**src/rtl/rc_arb_pkg.sv**
```systemverilog
package rc_arb_pkg;

    localparam int LFSR_W = 16;

    typedef enum logic [1:0] {
        SYM_NONE = 2'd0,
        SYM_REQ  = 2'd1,
        SYM_ACK  = 2'd2,
        SYM_IDLE = 2'd3
    } rc_sym_e;

    typedef enum logic [3:0] {
        ST_CONTEND,
        ST_HEARD_IDLE,
        ST_REQ_FAST,
        ST_REQ_SLOW,
        ST_IDLE_FAST,
        ST_IDLE_SLOW,
        ST_SENT_REQ,
        ST_NEAR_ROOT,
        ST_NEAR_CHILD
    } rc_state_e;

    function automatic logic st_is_wait(rc_state_e s);
        return (s == ST_REQ_FAST) || (s == ST_REQ_SLOW) ||
               (s == ST_IDLE_FAST) || (s == ST_IDLE_SLOW);
    endfunction

    function automatic logic st_is_slow(rc_state_e s);
        return (s == ST_REQ_SLOW) || (s == ST_IDLE_SLOW);
    endfunction

    function automatic logic st_is_final(rc_state_e s);
        return (s == ST_NEAR_ROOT) || (s == ST_NEAR_CHILD);
    endfunction

endpackage

```
**src/rtl/rc_lfsr.sv**
```systemverilog
module rc_lfsr
    import rc_arb_pkg::*;
#(
    parameter logic [LFSR_W-1:0] SEED = 16'hACE1,
    parameter logic [LFSR_W-1:0] TAPS = 16'hB400
) (
    input  logic clk,
    input  logic rst_n,
    output logic pick_slow
);

    logic [LFSR_W-1:0] sr_q;
    logic              fb;

    assign fb        = ^(sr_q & TAPS);
    assign pick_slow = sr_q[0];

    always_ff @(posedge clk) begin
        if (!rst_n) sr_q <= SEED;
        else        sr_q <= {sr_q[LFSR_W-2:0], fb};
    end

    // the register never collapses to the all-zero lock-up value
    a_r3_lfsr_live: assert property (@(posedge clk) disable iff (!rst_n)
        sr_q != '0);

endmodule

```
**src/rtl/rc_backoff_timer.sv**
```systemverilog
module rc_backoff_timer #(
    parameter int FAST_MIN = 760,
    parameter int FAST_MAX = 850,
    parameter int SLOW_MIN = 1590,
    parameter int SLOW_MAX = 1670
) (
    input  logic clk,
    input  logic rst_n,
    input  logic clr,
    input  logic slow_in,
    input  logic inc,
    output logic at_min,
    output logic slow_q
);

    localparam int CW = $clog2(SLOW_MAX + 2);

    logic [CW-1:0] cnt_q;
    logic [CW-1:0] min_sel;
    logic [CW-1:0] max_sel;

    assign min_sel = slow_q ? CW'(SLOW_MIN) : CW'(FAST_MIN);
    assign max_sel = slow_q ? CW'(SLOW_MAX) : CW'(FAST_MAX);
    assign at_min  = (cnt_q >= min_sel);

    always_ff @(posedge clk) begin
        if (!rst_n) begin
            cnt_q  <= '0;
            slow_q <= 1'b0;
        end else if (clr) begin
            cnt_q  <= '0;
            slow_q <= slow_in;
        end else if (inc) begin
            cnt_q  <= cnt_q + 1'b1;
        end
    end

    // the wait never runs past the upper bound of its window
    a_r8_within_max: assert property (@(posedge clk) disable iff (!rst_n)
        cnt_q <= max_sel);

    // counting stops once the bound is hit, i.e. nobody increments at the maximum
    a_r8_no_inc_at_max: assert property (@(posedge clk) disable iff (!rst_n)
        (inc && !clr) |-> (cnt_q < max_sel));

endmodule

```
**src/rtl/rc_arbiter.sv**
```systemverilog
module rc_arbiter
    import rc_arb_pkg::*;
#(
    parameter int                FAST_MIN = 760,
    parameter int                FAST_MAX = 850,
    parameter int                SLOW_MIN = 1590,
    parameter int                SLOW_MAX = 1670,
    parameter logic [LFSR_W-1:0] SEED     = 16'hACE1
) (
    input  logic       clk,
    input  logic       rst_n,
    input  logic       restart,
    input  logic [1:0] rx_sym,
    output logic [1:0] tx_sym,
    output logic       done,
    output logic       is_root
);

    rc_state_e st_q, st_nxt;
    rc_sym_e   rx;
    rc_sym_e   tx_nxt, tx_q;
    logic      done_q, root_q;
    logic      pick_slow;
    logic      t_clr, t_inc, t_at_min, t_slow;

    assign rx = rc_sym_e'(rx_sym);

    rc_lfsr #(
        .SEED (SEED),
        .TAPS (16'hB400)
    ) u_lfsr (
        .clk       (clk),
        .rst_n     (rst_n),
        .pick_slow (pick_slow)
    );

    rc_backoff_timer #(
        .FAST_MIN (FAST_MIN),
        .FAST_MAX (FAST_MAX),
        .SLOW_MIN (SLOW_MIN),
        .SLOW_MAX (SLOW_MAX)
    ) u_timer (
        .clk     (clk),
        .rst_n   (rst_n),
        .clr     (t_clr),
        .slow_in (pick_slow),
        .inc     (t_inc),
        .at_min  (t_at_min),
        .slow_q  (t_slow)
    );

    // next-state and transmit decision
    always_comb begin
        st_nxt = st_q;
        tx_nxt = SYM_NONE;
        t_clr  = 1'b0;
        t_inc  = 1'b0;
        if (restart) begin
            st_nxt = ST_CONTEND;
        end else begin
            unique case (st_q)
                ST_CONTEND: begin
                    if (rx == SYM_IDLE) begin
                        st_nxt = ST_HEARD_IDLE;
                    end else begin
                        st_nxt = pick_slow ? ST_REQ_SLOW : ST_REQ_FAST;
                        tx_nxt = SYM_IDLE;
                        t_clr  = 1'b1;
                    end
                end
                ST_HEARD_IDLE: begin
                    if (rx == SYM_REQ) begin
                        st_nxt = ST_CONTEND;
                    end else begin
                        st_nxt = pick_slow ? ST_IDLE_SLOW : ST_IDLE_FAST;
                        tx_nxt = SYM_IDLE;
                        t_clr  = 1'b1;
                    end
                end
                ST_REQ_FAST, ST_REQ_SLOW: begin
                    if (rx == SYM_IDLE) begin
                        st_nxt = (st_q == ST_REQ_SLOW) ? ST_IDLE_SLOW : ST_IDLE_FAST;
                        t_inc  = 1'b1;
                    end else if (t_at_min) begin
                        st_nxt = ST_NEAR_ROOT;
                        tx_nxt = SYM_ACK;
                    end else begin
                        t_inc  = 1'b1;
                    end
                end
                ST_IDLE_FAST, ST_IDLE_SLOW: begin
                    if (rx == SYM_REQ) begin
                        st_nxt = (st_q == ST_IDLE_SLOW) ? ST_REQ_SLOW : ST_REQ_FAST;
                        t_inc  = 1'b1;
                    end else if (t_at_min) begin
                        st_nxt = ST_SENT_REQ;
                        tx_nxt = SYM_REQ;
                    end else begin
                        t_inc  = 1'b1;
                    end
                end
                ST_SENT_REQ: begin
                    if (rx == SYM_REQ)      st_nxt = ST_CONTEND;
                    else if (rx == SYM_ACK) st_nxt = ST_NEAR_CHILD;
                end
                ST_NEAR_ROOT, ST_NEAR_CHILD: begin
                    st_nxt = st_q;
                end
                default: st_nxt = ST_CONTEND;
            endcase
        end
    end

    // state register
    always_ff @(posedge clk) begin
        if (!rst_n) st_q <= ST_CONTEND;
        else        st_q <= st_nxt;
    end

    // registered outputs
    always_ff @(posedge clk) begin
        if (!rst_n) begin
            tx_q   <= SYM_NONE;
            done_q <= 1'b0;
            root_q <= 1'b0;
        end else begin
            tx_q   <= tx_nxt;
            done_q <= st_is_final(st_nxt);
            root_q <= (st_nxt == ST_NEAR_ROOT);
        end
    end

    assign tx_sym  = tx_q;
    assign done    = done_q;
    assign is_root = root_q;

    // contention is urgent
    a_r4_contend_urgent: assert property (@(posedge clk) disable iff (!rst_n)
        (st_q == ST_CONTEND && !restart) |=> (st_q != ST_CONTEND));

    // heard-idle is urgent
    a_r5_heard_idle_urgent: assert property (@(posedge clk) disable iff (!rst_n)
        (st_q == ST_HEARD_IDLE && !restart) |=> (st_q != ST_HEARD_IDLE));

    // terminal states hold until restart
    a_r11_terminal_hold: assert property (@(posedge clk) disable iff (!rst_n)
        (st_is_final(st_q) && !restart) |=> $stable(st_q));

    // a symbol only leaves on a state change
    a_r2_tx_on_change: assert property (@(posedge clk) disable iff (!rst_n)
        (tx_q != SYM_NONE) |-> (st_q != $past(st_q)));

    // acknowledge coincides with the root indication
    a_r6_ack_is_root: assert property (@(posedge clk) disable iff (!rst_n)
        (tx_q == SYM_ACK) |-> (done_q && root_q && st_q == ST_NEAR_ROOT));

    // a request leaves only on entry to sent-request
    a_r7_req_sent_state: assert property (@(posedge clk) disable iff (!rst_n)
        (tx_q == SYM_REQ) |-> (st_q == ST_SENT_REQ));

    // the wait speed in the state matches the window held by the counter
    a_r6_speed_kept: assert property (@(posedge clk) disable iff (!rst_n)
        st_is_wait(st_q) |-> (st_is_slow(st_q) == t_slow));

    // done marks exactly the terminal states
    a_r11_done_final: assert property (@(posedge clk) disable iff (!rst_n)
        done_q == st_is_final(st_q));

endmodule

```
**config.mk**
```make
export PLATFORM = sky130hd
export DESIGN_NAME = rc_arbiter
export DESIGN_NICKNAME = d
export VERILOG_FILES = /design/src/rtl/rc_arb_pkg.sv /design/src/rtl/rc_lfsr.sv /design/src/rtl/rc_backoff_timer.sv /design/src/rtl/rc_arbiter.sv
export SDC_FILE = /design/constraint.sdc
export NUM_CORES = 1
export LEC_CHECK = 0
export BUFFER_PORTS_ARGS = -buffer_cell sky130_fd_sc_hd__buf_2
export CAP_MARGIN = 20
export CORE_AREA = 2 2 60 62
export DETAILED_ROUTE_END_ITERATION = 8
export DIE_AREA = 0 0 62 64
export PLACE_DENSITY_LB_ADDON = 0.08
export SYNTH_ARGS = -nofsm -noshare
export SYNTH_HDL_FRONTEND = slang
export SYNTH_HIERARCHICAL = 1
export SYNTH_SLANG_ARGS = --single-unit
export TNS_END_PERCENT = 100
```
**constraint.sdc**
```tcl
create_clock -name clk -period 2.7 [get_ports clk]
set_clock_uncertainty 0.1 [all_clocks]
set_input_delay 0.54 -clock clk [delete_from_list [all_inputs] [get_ports clk]]
set_output_delay 0.54 -clock clk [all_outputs]
set_load 0.02 [all_outputs]
```
==> summary.md <==
| Metric | Value |
|---|---|
| Status | `completed` |
| Netlist cell types | `45` |
| Multi-input gate area | `1000 um2` |
| CTS tree | `done` |
| Total power | `1.01 mW` |
| DR vias | `1319` |
| First-pass GRT wire length | `5510 um` |
| Final Hold Vio Count | `0` |
| 1st-pass router iterations | `4` |
| R2r endpoint | `u_timer/cnt_q[7]` |
| R2R cell count | `12` |
| Worst setup margin | `0.0518 ns` |
| Fmax | `0.378 GHz` |
| Ant. Diodes | `0` |
| Layout area overhead | `23.2%` |
| Routed Antenna Nets | `0` |
| Hold Path Class | `reg2reg` |
| Max_slew headroom | `70.3%` |
| Synthesized flop and latch total | `36` |
| Mapped Cells | `177` |
| Fin util | `61.9%` |
| Clock-pin transition on the worst setup and hold timing paths | `0.11 ns` |
| Post-Layout Cell Count | `247` |
| Clock period minus worst slack | `2.65 ns` |
| Reg-to-Reg Start | `u_timer/slow_q` |
| Hold path cells | `1` |
| Mapped Nets | `189` |
| Routed vias/inst | `5.34` |
| Vias in the first global route | `1288` |
| Clock Sinks | `36` |
| Clk root buf | `clkbuf_4` |
| Crit Path Max Fanout | `6` |
| DR DRC count | `0` |
| Critical path class | `reg2reg` |
| Worst reg-to-reg setup slack | `0.05 ns` |
| Worst endpoint data arrival time | `2.82 ns` |
| Async S/R FF share, synth | `0%` |
| Site Rows | `21` |
| Final wirelength | `3260 um` |
| GRT Total Usage | `18.5%` |
| Static leakage | `0.803 nW` |
| Initial antenna violation count | `0` |
| Setup TNS | `0 ns` |
| Final Cell Area | `2030 um2` |
| # fillers | `291` |
| Fin nets | `212` |
| Maxcap violations | `0` |
| CP startpoint kind | `register` |
| Period Utilization, post-route | `98.1%` |
| CTS buffer count | `5` |
| Mapped Area | `1650 um2` |
| Hold Path Origin | `u_lfsr/sr_q[9]` |
| Placed cell areas | `1800 um2` |
| Largest net degree at the start of global routing | `21` |
| Die extent in y | `64 um` |
| Final setup fails | `0` |
| Register area | `724 um2` |
| Kind of end point of the critical path | `register` |
| WHS | `0.316 ns` |
| Cell total after placement | `235` |
| Worst-Margin Slew | `0.444 ns` |
| Worst Path Required | `2.88 ns` |
| Share of post-route cells with drive strength above 1 | `27.9%` |
| Power density over cell area | `495 nW/um2` |
| Yosys warning count | `6` |
| H-Tree Depth | `2` |
| Post-synthesis area per instance | `9.33 um2` |
| Avg WL per Cell | `13.2 um` |
| Register area share after synthesis | `43.6%` |
| Starting Density | `50.3%` |
| Die Wd | `62 um` |
| Remaining Overflow, GRT | `0` |
| Count of hold-fix buffers inserted at cts | `0` |
| DPL Wire Length | `2160 um` |
| Predominant post-synthesis flop cell | `dfxtp_1` |
| Initial DRC Count | `54` |
| Gpl congestion | `0.812` |
| IO Port Bufs | `8` |
| Worst Hold End | `u_lfsr/sr_q[10]` |
| Final Max Slew Viols | `0` |
| Worst slack at placement | `-0.126 ns` |
| Die area | `3970 um2` |
| Core ar. | `3280 um2` |
| Post-synth EDFFs | `0` |
| RSZ-0062 raised after global routing | `yes` |
| Clock Path Buffers | `2` |
| Ports | `9` |
| Clock Latency Late Sink | `0.33 ns` |
| Max rail drop VDD | `0.000346 V` |
==> layout make-up <==
class | count | area share [%]
clock inverters | 1 | 0.369
well taps | 46 | 2.83
flip-flops and latches | 36 | 35.6
repair buffers | 24 | 8.06
clock buffers | 7 | 2.71
multi-input cells | 128 | 49.4
inverters | 5 | 1.05
==> flip-flops by register name (all words and copies together), names as in the netlist <==
register        count
done                1
is_root             1
st_q                4
tx_sym              2
u_lfsr/sr_q        16
u_timer/cnt_q      11
u_timer/slow_q      1
==> timing repair <==
| action | CTS | global route |
|---|---|---|
| resized for setup | 12 | 13 |
| buffers inserted | 3 | 1 |
| setup endpoints to repair | 6 | 7 |
| pin swaps | 12 | 6 |
==> critical path: stages, from the launching register on <==
cell      delay, ns
dfxtp_4        0.40
buf_4          0.14
ha_1           0.31
and4_1         0.19
o311ai_4       0.09
nand2_2        0.10
nand2b_1       0.09
a21oi_2        0.06
a211oi_2       0.17
buf_4          0.18
nand4_4        0.11
or4_4          0.50
a21oi_2        0.14
==> worst max-delay path by stage <==
| stage | from | endpoint | slack, ns | depth (start not counted) |
|---|---|---|---|---|
| floorplan | u_timer/slow_q | u_timer/cnt_q[9] | 0.02 | 12 |
| global placement | u_timer/slow_q | u_timer/cnt_q[9] | 0.003 | 12 |
| detailed placement | u_timer/slow_q | u_timer/cnt_q[10] | -0.13 | 12 |
| CTS | u_timer/slow_q | u_timer/cnt_q[7] | -0.04 | 13 |
| global route | u_timer/slow_q | u_timer/cnt_q[7] | -0.06 | 12 |
| finish | u_timer/slow_q | u_timer/cnt_q[7] | 0.05 | 12 |
==> synth_stat cells, types with 3 or more instances <==
cell type	n	area, um2
and2_1	8	50.1
nand2_1	14	52.6
o31ai_1	5	37.5
nand3_1	6	30.0
nor2_1	11	41.3
xor2_1	4	35.0
dfxtp_1	36	721
o21ai_0	6	30.0
a21oi_1	11	55.1
xnor2_1	4	35.0
clkbuf_1	3	11.3
nor2b_1	3	18.8
nand3b_1	3	22.5
buf_4	3	22.5
or4_1	4	30.0
inv_1	5	18.8
nand2b_1	9	56.3
ha_1	7	87.6
==> cell families after synthesis <==
group / Yosys count / synth area share, %
fa+ha+maj: 7 / 5.30
mux: 2 / 1.21
simple gates: 76 / 28.0
compound gates: 35 / 13.8
buf+inv: 13 / 3.79
flops: 36 / 43.6
xor+xnor: 8 / 4.24
==> layout by cell type (no fill, tap or decap), drive strengths merged, types with 2 or more instances in the layout <==
cell    count
buf        24
or4         4
xor2        4
inv         5
nand4       3
dfxtp      36
a31oi       2
o21ai       7
nor2       11
and3b       2
or3         2
nand2      14
nand3       7
clkbuf      7
nor3        2
mux2i       2
a211oi      2
and2        8
or2b        2
o31ai       5
nor3b       3
nor2b       3
nand2b      9
ha          7
a21oi      11
nand3b      3
xnor2       4
==> per-layer routing <==
| metal | vias to the layer above | global-route usage (%) | wire (um) |
|---|---|---|---|
| met5 | - | 0 | 0 |
| met2 | 15 | 29.8 | 1670 |
| met4 | 0 | 7.45 | 59 |
| met3 | 6 | 5.67 | 83 |
| li1 | 673 | - | - |
| met1 | 625 | 22.2 | 1450 |
==> power by group <==
group | switching, mW | leakage (nW) | total, mW | internal (mW)
clock | 0.175 | 0.0315 | 0.302 | 0.128
combinational | 0.0673 | 0.476 | 0.126 | 0.0589
sequential | 0.0210 | 0.296 | 0.578 | 0.557
Note: power is estimated with default switching activity, not from simulation.
